$ cat src/rtl/audio_mute_ramp.sv
module audio_mute_ramp #(
  parameter int SAMPLE_W  = 24,
  parameter int RAMP_BITS = 12,
  parameter int FLAG_N    = 4
) (
  input  logic                clk,
  input  logic                rst,
  input  logic                smp_stb,
  input  logic [SAMPLE_W-1:0] smp_in,
  input  logic [FLAG_N-1:0]   bad_flags,
  output logic [SAMPLE_W-1:0] smp_out,
  output logic                muted
);
  localparam int PW = SAMPLE_W + RAMP_BITS + 2;
  localparam int QW = SAMPLE_W + 2;

  logic [RAMP_BITS:0]   gain;
  logic [SAMPLE_W-1:0]  out_q;

  wire bad      = |bad_flags;
  wire at_unity = gain[RAMP_BITS];

  wire signed [PW-1:0] in_ext   = {{(PW-SAMPLE_W){smp_in[SAMPLE_W-1]}}, smp_in};
  wire signed [PW-1:0] gain_ext = {{(PW-RAMP_BITS-1){1'b0}}, gain};
  wire signed [PW-1:0] prod     = in_ext * gain_ext;

  wire signed [QW-1:0] floor_q  = prod[PW-1:RAMP_BITS];
  wire                 round_up = prod[PW-1] & (|prod[RAMP_BITS-1:0]);
  wire signed [QW-1:0] scaled   = floor_q + {{(QW-1){1'b0}}, round_up};

  always_ff @(posedge clk) begin
    if (rst || bad) begin
      gain  <= '0;
      out_q <= '0;
    end else if (smp_stb) begin
      out_q <= scaled[SAMPLE_W-1:0];
      if (!at_unity) gain <= gain + 1'b1;
    end
  end

  assign smp_out = out_q;
  assign muted   = !at_unity;

  assert_reset_mute_R1: assert property (@(posedge clk)
    rst |=> (smp_out == '0 && muted));

  assert_hard_mute_R2: assert property (@(posedge clk) disable iff (rst)
    (|bad_flags) |=> (smp_out == '0 && muted));

  assert_unity_pass_R5: assert property (@(posedge clk) disable iff (rst)
    (smp_stb && !(|bad_flags) && !muted) |=> (smp_out == $past(smp_in)));

  assert_unmute_on_strobe_R6: assert property (@(posedge clk) disable iff (rst)
    $fell(muted) |-> ($past(smp_stb) && !$past(|bad_flags)));

  assert_hold_R7: assert property (@(posedge clk) disable iff (rst)
    (!smp_stb && !(|bad_flags)) |=> $stable(smp_out));

  assert_no_overflow_R4: assert property (@(posedge clk) disable iff (rst)
    (scaled[QW-1:SAMPLE_W-1] == '0) || (scaled[QW-1:SAMPLE_W-1] == '1));
endmodule

$ cat config.mk
export PLATFORM = sky130hd
export DESIGN_NAME = audio_mute_ramp
export DESIGN_NICKNAME = d
export VERILOG_FILES = /design/src/rtl/audio_mute_ramp.sv
export SDC_FILE = /design/constraint.sdc
export NUM_CORES = 1
export LEC_CHECK = 0
export BUFFER_PORTS_ARGS = -buffer_cell sky130_fd_sc_hd__buf_2
export CORE_MARGIN = 2
export CORE_UTILIZATION = 30
export CTS_CLUSTER_DIAMETER = 150
export CTS_CLUSTER_SIZE = 24
export DETAILED_ROUTE_END_ITERATION = 10
export PLACE_DENSITY_LB_ADDON = 0.08
export SYNTH_ARGS = -nofsm -noshare
export SYNTH_HDL_FRONTEND = slang
export SYNTH_SLANG_ARGS = --single-unit
$ cat constraint.sdc
create_clock -name clk -period 8.4 [get_ports clk]
set_clock_uncertainty 0.15 [all_clocks]
set_input_delay 0.42 -clock clk [delete_from_list [all_inputs] [get_ports clk]]
set_output_delay 0.42 -clock clk [all_outputs]
set_load 0.05 [all_outputs]
==> results.txt <==
The slew at the pin closest to its max-slew limit was 520.7 ps; the fraction of synthesis flops using an asynchronous set or reset pin was 0%. The pre-antenna-repair detailed-routing pass consisted of 5 iterations. The startpoint type of the worst setup path is a register. The placeable core area was 45280 um2; the number of max-cap violations was 0. For this configuration, the core starts out at a cell density of 30.27%. The family of cells with the greatest summed delay on the critical path is adder cells. The worst hold slack after final layout was 333.6 ps; the average via count per standard cell was 4.599. By area the synthesized netlist is led by fa_1, inv_1, ha_1. After clock tree synthesis, the clock-pin slew on the worst setup and hold paths is 70 ps. The standard cell with the maximum stage delay on the critical path was fa_1. The number of H-tree branching levels is 2.

Startpoint of the most critical register-to-register path: gain[2]. The DRC violations left is 0, and the hold-critical path depth is 2. Routability-driven placement finished with a final weighted congestion of 0.7833. The most common cell in the netlist was inv_1. The depth of the most critical reg-to-reg path was 31; the layout cell share with drive strength beyond 1 was 15.52%.

The worst hold path belongs to the class reg -> reg. For the source-to-sink clock delay at the later pin of the worst-skew pair, the log shows 290 ps. Clock tree synthesis found a total of 37 sinks. The number of inserted diodes is 0, and the part of the Yosys area used for sequential elements is 5.403%. In this run the tool buffered the top-level ports with 55 buffer cells.

The total congestion overflow after global routing was 0. The routed layout has 10670 vias. The cell area after technology mapping is 13710 um2, and the post-route antenna net violation count is 0.

In this run the worst path has a maximum fanout of 15. The height of the chip is 217.8 um, and the wire length of the first global-routing pass is 63230 um. The run gives 320 ps as the reg-to-reg setup timing slack. The startpoint identified for the worst hold timing path is smp_out[4].

Summed over all instances, the cell type with the most area after synthesis is fa_1. Across all setup checks in the final design, the least slack found is 321.4 ps. Synthesis produced a netlist with a net count of 2008. Power spread over the standard cell area amounts to 28.46 nW/um2. The classification of the worst setup path is reg -> reg. Counting tap cells, the placed design contains a total of 2306 instances.

The worst setup path is captured at a register. Leaving out filler cells and counting taps, the final layout contains 2320. TritonCTS built the clock tree. The floorplan step defined a die boundary enclosing 47420 um2. The endpoint identified for the worst register-to-register timing path is smp_out[22].

The leakage power summed over all cells came out at 8.071 nW. The combined global-route utilization of all metal layers came out at 16.80%. The max-slew violation count was 0; the highest achievable clock rate was 123.8 MHz. The run gives 0 as the count of synthesis-stage warnings from yosys. The count of hold-fix buffers inserted at cts came out at 0. Setup total negative slack on the finished layout was measured at 0 ps. The run gives 0 as the initial antenna violation count. A synthesized cell averages 8.600 um2. Compared with the post-synthesis result, the final layout area differs by 16.39%. During I/O placement, the number of pins put on the boundary was 56. The commonest cells after synthesis are inv_1, fa_1, nand2_1, and2_1, ha_1. For the power consumption, the log shows 0.4541 mW.

Counting both buffers and inverters, the worst setup path holds a total of 5. Among the stages of the critical path, the cell type that occurs most often is fa_1. The final hold violation count was 0. The number of global-route vias before repair was 11790; the average wire per cell in the routed design was 16.02 um. After technology mapping, the gate count stands at 1594.

Detailed placement finished with a half-perimeter wire length of 32650 um. The minimum clock period after layout works out to 8079 ps. The root buffer cell chosen for the clock tree is clkbuf_16. Data on the critical path is required at its endpoint by 8440 ps.

The proportion of netlist area held by the largest area contributor was 42.35%; the relative max-transition margin was 64.39%. IR analysis of the VDD net gives a maximum drop of 0.05432 mV. The run finished with clean final reports. The maximum buffer depth of the clock tree was 2.

For this run, the leading register cell type out of synthesis is dfxtp_1. The floorplan has 78 rows. OpenSTA, run right after detailed placement, puts the worst setup slack at -179.4 ps.

The number of filler instances in the final layout came out at 4892. Die extent in x: 217.8 um. Synthesis inferred 37 register bits. Number of violations reported at the end of detailed-routing iteration 0: 320. Setup violations remaining at the end of the flow were counted as 0.

In this run, synthesis inferred 0 flip-flops with an integrated enable. The worst path uses 96.17% of the clock period. Entering global routing, the biggest net connects 43 pins.

Clock tree synthesis inserted a total of 5 buffers. The post-layout net count was 2133; the longest individual stage delay on the worst path was 550 ps. The total wire length after detailed routing is 37170 um. STA puts the critical path data arrival time at 8120 ps. The tools report the number of library cell types mapped by synthesis as 81. For hold timing, the worst endpoint is smp_out[4].
-- timing repair --
item                       CTS  global route
buffers inserted             0             6
setup endpoints to repair    6            16
gates resized for setup     13            26
pin swaps                    4            25
-- per-layer routing --
layer	part of all wire [%]	vias to the layer above	global-route usage, %
met5	0	-	0
met4	0.97	0	2.268
met3	1.8	23	0.6834
met2	52	127	31.22
met1	46	5411	22.09
li1	-	5109	-
-- placed cells by master (no fill, tap or decap), drive strengths merged, types with 10 or more instances in the layout --
| master | count |
|---|---|
| o21ai | 33 |
| nand3 | 23 |
| xor2 | 23 |
| a21o | 12 |
| nand2 | 216 |
| o21a | 10 |
| nor2 | 67 |
| a21oi | 48 |
| xnor2 | 33 |
| and3 | 10 |
| inv | 330 |
| fa | 290 |
| a211oi | 17 |
| buf | 199 |
| and2 | 151 |
| nor3 | 10 |
| ha | 93 |
| nand4 | 15 |
| dfxtp | 37 |
-- logic make-up (layout without fill, tap and decap cells) --
group                      count (synthesis)  in the layout  share of synthesized area [%]
xor gates and xnor gates                  56             56                          3.688
muxes                                      9              9                         0.6754
AOI/OAI and AO/OA                        165            165                          8.315
adders and majority gates                383            383                          50.84
DFF                                       37             37                          5.403
buffers and inverters                    411            537                          11.34
and+or+nand+nor                          533            533                          19.74
-- worst max-delay path by stage --
stage / from / end / depth (start not counted) / slack [ps]
CTS: gain[2] / smp_out[22] / 31 / 7
finish: gain[2] / smp_out[22] / 31 / 320
global route: gain[2] / smp_out[22] / 31 / -8
global placement: gain[9] / smp_out[22] / 29 / -140
detailed placement: smp_in[6] / smp_out[22] / 31 / -180
floorplan: gain[5] / smp_out[22] / 32 / 10
-- layout make-up --
class | count | area, um2 | area share [%]
clock buffer | 6 | 138.9 | 0.8705
tap | 600 | 750.7 | 4.705
sequential | 37 | 759.5 | 4.760
inverter | 330 | 1239 | 7.764
clock inverter | 2 | 13.76 | 0.08626
multi-input combinational | 1146 | 11570 | 72.51
timing repair buffer | 199 | 1485 | 9.308
-- worst register-to-register path: cells and delay by family, from the launching register on --
family                   cells  cell delay (ps)
multiplexers                 1              300
flip-flops                   1              330
AND/OR/NAND/NOR              6             1340
AO/OA/AOI/OAI                9             1670
buffers and inverters        5              380
adder cells (fa/ha/maj)      9             3680
XOR/XNOR                     1              120
-- per-stage QoR --
step                area (um2)  utilization [%]
finish                   15960            35.23
global route             15960            35.23
CTS                      15770            34.82
detailed placement       15570            34.38
global placement         15570            34.38
floorplan                13710                -
-- power breakdown --
group / switching (mW) / leakage [nW] / total, mW / internal (mW)
clock: 0.0876 / 0.0768 / 0.206 / 0.119
sequential: 0.000431 / 0.303 / 0.175 / 0.175
combinational: 0.0478 / 7.69 / 0.0730 / 0.0252
total: 0.136 / 8.07 / 0.454 / 0.318
-- sequential cells by signal, summed over array words and instances, names as in the netlist --
name,count
smp_out,24
gain,13
Note: power is estimated with default switching activity, not from simulation.
